File: config.mk
export PLATFORM = sky130hd
export DESIGN_NAME = codec_gpio_slot
export DESIGN_NICKNAME = d
export VERILOG_FILES = /design/src/rtl/codec_gpio_pkg.sv /design/src/rtl/codec_gpio_ctrl.sv /design/src/rtl/codec_gpio_dp.sv /design/src/rtl/codec_gpio_slot.sv
export SDC_FILE = /design/constraint.sdc
export NUM_CORES = 1
export LEC_CHECK = 0
export BUFFER_PORTS_ARGS = -buffer_cell sky130_fd_sc_hd__buf_2
export CAP_MARGIN = 5
export CORE_MARGIN = 10
export CORE_UTILIZATION = 35
export DETAILED_ROUTE_END_ITERATION = 10
export PLACE_DENSITY = 0.78
export SLEW_MARGIN = 20
export SYNTH_ARGS = -nofsm -noshare
export SYNTH_HDL_FRONTEND = slang
export SYNTH_SLANG_ARGS = --single-unit
File: constraint.sdc
create_clock -name clk -period 3.32 [get_ports clk]
set_clock_uncertainty 0.15 [all_clocks]
set_input_delay 0.83 -clock clk [delete_from_list [all_inputs] [get_ports clk]]
set_output_delay 0.83 -clock clk [all_outputs]
set_load 0.1 [all_outputs]
File: src/rtl/codec_gpio_pkg.sv
package codec_gpio_pkg;
  localparam int REG_W   = 32;
  localparam int GP_W    = 16;
  localparam int N_CODEC = 2;

  localparam int ST_LSB  = 1;   // captured interrupt bits 1..2
  localparam int EN_LSB  = 3;   // enables 3..4
  localparam int CMD_BIT = 15;  // command / busy
  localparam int DAT_LSB = 16;  // slot data 31..16

  typedef enum logic [1:0] {
    SND_IDLE = 2'd0,
    SND_PEND = 2'd1,
    SND_SEND = 2'd2
  } sendState_t;

  typedef struct packed {
    logic latchTx;
    logic sendActive;
    logic busy;
  } ctrlStrobe_t;
endpackage

File: src/rtl/codec_gpio_ctrl.sv
module codec_gpio_ctrl
  import codec_gpio_pkg::*;
(
  input  logic        clk,
  input  logic        rstN,
  input  logic        regWrEn,
  input  logic        cmdBit,
  input  logic        frameEnd,
  output ctrlStrobe_t strobe
);
  sendState_t state, stateNext;
  logic cmdWrite;

  assign cmdWrite = regWrEn && cmdBit;

  always_comb begin
    stateNext = state;
    unique case (state)
      SND_IDLE: if (cmdWrite) stateNext = SND_PEND;
      SND_PEND: if (frameEnd) stateNext = SND_SEND;
      SND_SEND: if (frameEnd) stateNext = SND_IDLE;
      default:  stateNext = SND_IDLE;
    endcase
  end

  always_ff @(posedge clk or negedge rstN) begin
    if (!rstN) state <= SND_IDLE;
    else       state <= stateNext;
  end

  always_comb begin
    strobe.busy       = (state != SND_IDLE);
    strobe.sendActive = (state == SND_SEND);
    strobe.latchTx    = (state == SND_PEND) && frameEnd;
  end


  cmd_accept_chk: assert property (@(posedge clk) disable iff (!rstN)
    (cmdWrite && !strobe.busy) |=> strobe.busy);


  busy_hold_chk: assert property (@(posedge clk) disable iff (!rstN)
    (strobe.busy && !frameEnd) |=> strobe.busy);


  busy_clear_chk: assert property (@(posedge clk) disable iff (!rstN)
    (strobe.sendActive && frameEnd) |=> !strobe.busy);


  no_restart_chk: assert property (@(posedge clk) disable iff (!rstN)
    (strobe.sendActive && !frameEnd) |=> strobe.sendActive);
endmodule

File: src/rtl/codec_gpio_dp.sv
module codec_gpio_dp
  import codec_gpio_pkg::*;
(
  input  logic               clk,
  input  logic               rstN,
  input  logic               regWrEn,
  input  logic [REG_W-1:0]   regWrData,
  input  logic               frameEnd,
  input  logic [N_CODEC-1:0] rxIntBits,
  input  ctrlStrobe_t        strobe,
  output logic [REG_W-1:0]   regRdData,
  output logic [GP_W-1:0]    txSlotData,
  output logic               txSlotValid,
  output logic               gpioIrq
);
  localparam logic [REG_W-1:0] WR_MASK =
      ({{(REG_W-DAT_LSB){1'b1}}, {DAT_LSB{1'b0}}}) |
      ({{(REG_W-N_CODEC){1'b0}}, {N_CODEC{1'b1}}} << EN_LSB);

  logic [REG_W-1:0]   hostReg;
  logic [N_CODEC-1:0] intStat;
  logic [N_CODEC-1:0] irqTerm;
  logic [GP_W-1:0]    txSnap;
  logic [REG_W-1:0]   statWord;

  always_ff @(posedge clk or negedge rstN) begin
    if (!rstN)        hostReg <= '0;
    else if (regWrEn) hostReg <= (regWrData & WR_MASK) | (hostReg & ~WR_MASK);
  end

  for (genvar c = 0; c < N_CODEC; c++) begin : g_codec
    always_ff @(posedge clk or negedge rstN) begin
      if (!rstN)         intStat[c] <= 1'b0;
      else if (frameEnd) intStat[c] <= rxIntBits[c];
    end
    assign irqTerm[c] = intStat[c] & hostReg[EN_LSB + c];
  end

  always_ff @(posedge clk or negedge rstN) begin
    if (!rstN)               txSnap <= '0;
    else if (strobe.latchTx) txSnap <= hostReg[DAT_LSB +: GP_W];
  end

  always_comb begin
    statWord = '0;
    statWord[ST_LSB +: N_CODEC] = intStat;
    statWord[CMD_BIT] = strobe.busy;
  end

  assign regRdData   = hostReg | statWord;
  assign txSlotData  = txSnap;
  assign txSlotValid = strobe.sendActive;
  assign gpioIrq     = |irqTerm;


  stat_hold_chk: assert property (@(posedge clk) disable iff (!rstN)
    !frameEnd |=> $stable(intStat));


  tx_stable_chk: assert property (@(posedge clk) disable iff (!rstN)
    (strobe.sendActive && !frameEnd) |=> $stable(txSnap));


  reserved_zero_chk: assert property (@(posedge clk) disable iff (!rstN)
    (regRdData[0] == 1'b0) && (regRdData[14:5] == '0));
endmodule

File: src/rtl/codec_gpio_slot.sv
module codec_gpio_slot
  import codec_gpio_pkg::*;
(
  input  logic              clk,
  input  logic              rstN,
  input  logic              regWrEn,
  input  logic [REG_W-1:0]  regWrData,
  output logic [REG_W-1:0]  regRdData,
  input  logic              frameEnd,
  input  logic              rxGpioIntPri,
  input  logic              rxGpioIntSec,
  output logic [GP_W-1:0]   txSlotData,
  output logic              txSlotValid,
  output logic              gpioIrq
);
  ctrlStrobe_t strobe;

  codec_gpio_ctrl u_ctrl (
    .clk      (clk),
    .rstN     (rstN),
    .regWrEn  (regWrEn),
    .cmdBit   (regWrData[CMD_BIT]),
    .frameEnd (frameEnd),
    .strobe   (strobe)
  );

  codec_gpio_dp u_dp (
    .clk         (clk),
    .rstN        (rstN),
    .regWrEn     (regWrEn),
    .regWrData   (regWrData),
    .frameEnd    (frameEnd),
    .rxIntBits   ({rxGpioIntSec, rxGpioIntPri}),
    .strobe      (strobe),
    .regRdData   (regRdData),
    .txSlotData  (txSlotData),
    .txSlotValid (txSlotValid),
    .gpioIrq     (gpioIrq)
  );
endmodule

After elaboration in Yosys (flattened, before gate mapping):

Cells that the tools add are included.

* input port bits: 38
* bits in registers: 52
* logic and storage cells: 24

* reduce and logical (&&, ||, !) cells: 6
* mux-type cells: 4
* bitwise gates (word level): 4
* eq/ne operators: 5

Operators by type and width (count)
* $or A32 B16 Y32: 2
* $mux W2: 3
* $pmux W2 S3: 1
* $ne A2 B2 Y1 const B: 2
* $reduce_and A3 Y1: 1
* $and A1 B1 Y1: 2
* $eq A2 B1 Y1 const B: 1
* $eq A2 B2 Y1 const B: 1
* $logic_and A1 B1 Y1: 2
* $logic_not A2 Y1: 1
* $ne A2 B1 Y1 const B: 1
* $reduce_bool A2 Y1: 1
* $reduce_or A2 Y1: 1

Longest topological paths before layout:

* word-level depth: 3
* gate-level depth with buffers: 4
* mapped depth without buffers: 2

Hierarchy:

From an unflattened synthesis, not the netlist that was laid out.

* cells, all modules: 101
* area total of the unflattened synthesis: 1659.1 µm²

Modules (own cells, without submodules)
* codec_gpio_dp: area each 1554.0 µm², sequential area each 900.9 µm², cells an instance 91, times used 1
* codec_gpio_ctrl: area each 105.1 µm², sequential area each 50.0 µm², cells an instance 10, times used 1

Worst setup path after synthesis:

No wires, ideal clock.

* kind: register to output
* from: register u_dp.hostReg[4]
* to: output gpioIrq
* cell stages (with the launch flop): 2
* data arrival time: 1.817 ns
* required time: 2.340 ns
* slack: 0.523 ns
* path through: dfrtp_1 a22o_1

* cells in the longest elaborated chain, start to end: 2

Ends and longest elaborated chain
* start: declaration: RTL line codec_gpio_dp.sv:20 `logic [REG_W-1:0] hostReg;`
* start signal: assignment: RTL line codec_gpio_dp.sv:28 `else if (regWrEn) hostReg <= (regWrData & WR_MASK) | (hostReg & ~WR_MASK);`
* $and A1 B1 Y1: RTL line codec_gpio_dp.sv:36 `assign irqTerm[c] = intStat[c] & hostReg[EN_LSB + c];`
* $reduce_or A2 Y1: RTL line codec_gpio_dp.sv:53 `assign gpioIrq = |irqTerm;`
* end: declaration: RTL line codec_gpio_slot.sv:14 `output logic gpioIrq`

No other way between the ends.

Worst setup path in the final report:

* from: register u_ctrl.state[0]
* to: output txSlotValid

* cells in the longest elaborated chain, start to end: 1

Ends and longest elaborated chain
* start: declaration: RTL line codec_gpio_ctrl.sv:11 `sendState_t state, stateNext;`
* start signal: assignment: RTL line codec_gpio_ctrl.sv:28 `else state <= stateNext;`
* $eq A2 B2 Y1: RTL line codec_gpio_ctrl.sv:33 `strobe.sendActive = (state == SND_SEND);`
* end: declaration: RTL line codec_gpio_slot.sv:13 `output logic txSlotValid,`

No other way between the ends.

==> results by group <==
Outcome
  – Outcome: finished, final reports clean

Layout
  – Final-layout fill cell count: 409
  – Final Util: 45.29%
  – Share of layout cells above drive strength 1: 65.45%
  – Diodes inserted: 0
  – Layout Nets: 202
  – Commonest non-fill, non-tap cells in the layout: buf_2, dfrtp_1, mux2_2, conb_1, mux2_4
  – Area Growth Syn to Fin: 25.88%
  – Most common cell after layout, fill and taps aside: buf_2

Clock network
  – Num CTS Buffers: 5
  – Post CTS Setup Buffer Count: 0
  – Clock tree from TritonCTS: done
  – CTS Hold Bufs: 0
  – Clock H-tree levels: 2
  – Clock transition at path regs: 0.07 ns
  – Clock Tree Buf Depth: 2
  – Clk root buf: clkbuf_8
  – Post-CTS Resized: 0
  – Worst skew pair latency: 0.28 ns
  – # clock sinks: 38

Die
  – I/O pin total: 88
  – Die Wd: 86.90 um
  – Std cell rows: 24
  – Initial Util: 35.98%
  – Die ar.: 7552 um2
  – Die Span Y: 86.90 um
  – CORE AREA: 4354 um2

Drt
  – DRT antenna net count: 0
  – Via count: 967
  – Via density: 4.456
  – Detailed Routing Iterations Pass 1: 2
  – DR iter-0 viols: 32
  – WL/cell: 15.81 um
  – DRC violations left: 0
  – Routed WL: 3.431 mm

Worst setup path
  – Crit path launch: u_ctrl.state[0]$_DFFE_PN0P_
  – Crit path kind: reg -> out
  – Slowest CP cell: dfrtp_1
  – Critical path peak fanout: 5
  – Worst r2r src: u_ctrl.state[1]$_DFFE_PN0P_
  – Arr. time, crit path: 1.37 ns
  – Critical Path RT: 2.34 ns
  – Top delay family on crit path: buffers and inverters
  – Buf/Inv on CP: 2
  – Critical path's largest stage delay: 0.44 ns
  – CP Capture Type: output pin
  – Critical Path Source Type: register
  – Critical-path cell list: nand2b_1 > inv_1 > buf_2

Synth
  – Avg Inst Size Synth: 15.98 um2
  – Synth Register Bits: 38
  – Mapped Cells: 98
  – Post-synth top area cell: dfrtp_1
  – Syn. warnings: 0
  – Dominant cells by area after synthesis: dfrtp_1, mux2_2, mux2_4
  – Area share of the leading cell type in the synthesized netlist: 60.70%
  – Synth cell types: 15
  – Mapped Area: 1567 um2
  – Post-synthesis sequential area ratio: 60.70%

STA
  – Fin. max-slew vios: 0
  – Max Clk Rate: 424.7 MHz
  – Slew margin rel.: 45.18%
  – Final TNS setup: 0 ns
  – Final WS setup: 0.9654 ns
  – Final setup viols: 0
  – Minimum clock period: 2.355 ns
  – Slew @ Worst Pin: 0.8223 ns
  – Final hold viol count: 0
  – Post-route clock period utilization: 70.92%
  – Unrepaired setup endpoints after global routing: false
  – Worst Hold Slack: 0.3253 ns

Job
  – Max-Cap Viols: 0

Global routing
  – Initial antenna violation count: 0
  – Tot GR Track Use: 8.896%
  – Vias in the first global route: 1093
  – Grt ovf: 0
  – Pin count of the biggest net entering global routing: 39
  – First-pass GRT wire length: 5.299 mm

Place
  – Detailed Place HPWL: 2.586 mm
  – GPL Wtd Cong: 0.6745
  – Port buffer count: 63
  – Dpl ws: 1.273 ns

Min path
  – Hold/Removal Path Class: reg -> reg
  – Hold Crit Start: u_ctrl.state[1]$_DFFE_PN0P_
## registers in the layout, summed over array words and instances, names as in the netlist
register	count
u_ctrl.state	2
u_dp.hostReg	18
u_dp.intStat	2
u_dp.txSlotData	16
## synth_stat cells
library cell,instances
conb_1,1
buf_2,2
dfrtp_1,38
nand3b_1,1
a21oi_1,1
nand3b_4,1
o21ai_0,1
inv_1,1
buf_4,11
a22o_1,1
nand2b_1,2
buf_6,1
mux2_4,9
mux2_2,27
or2_2,1
## cells by family (layout without fill, tap and decap cells)
family,count (synthesis),after routing,synth area share (%)
AND/OR/NAND/NOR,5,5,2.956
flip-flops,38,38,60.70
buffers and inverters,15,72,6.869
AO/OA/AOI/OAI,3,3,1.198
other,1,11,0.2394
multiplexers,36,36,28.04
## through the flow
stage / instances / instance area (um2)
floorplan: 108 / 1604
global placement: 209 / 1881
detailed placement: 209 / 1881
CTS: 217 / 1972
global route: 217 / 1972
finish: 217 / 1972
## path summary, 6_finish.rpt
| path | end | slack [ns] | cells after the start |
|---|---|---|---|
| hold reg to reg | u_ctrl.state[0]$_DFFE_PN0P_ | 0.33 | 1 |
| setup reg to reg | u_dp.txSlotData[3]$_DFFE_PN0P_ | 1.88 | 2 |
| min in group asynchronous | u_dp.hostReg[28]$_DFFE_PN0P_ | 0.49 | 1 |
| hold / removal | u_ctrl.state[0]$_DFFE_PN0P_ | 0.33 | 1 |
| max in group asynchronous | u_dp.txSlotData[6]$_DFFE_PN0P_ | 2.01 | 1 |
| setup / recovery | txSlotValid | 0.97 | 3 |
## layer usage
metal	wire [um]	global-route usage (%)	up-vias
met1	1330	8.933	466
li1	-	-	446
met2	1590	14.19	51
met5	0	0	-
met4	31	3.093	0
met3	479	6.273	4
## layout make-up
class	count	area (um2)	share of cell area, %
sequential	38	950.9	48.22
multi-input combinational	55	545.5	27.66
timing repair buffer	63	315.3	15.99
clock buffer	7	86.33	4.378
tap	52	65.06	3.299
clock inverter	1	5.005	0.2538
inverter	1	3.754	0.1904
Power is left out: the tool's default activity adds up to more than one toggle a clock period on the data nets, which glitch-free logic cannot reach.
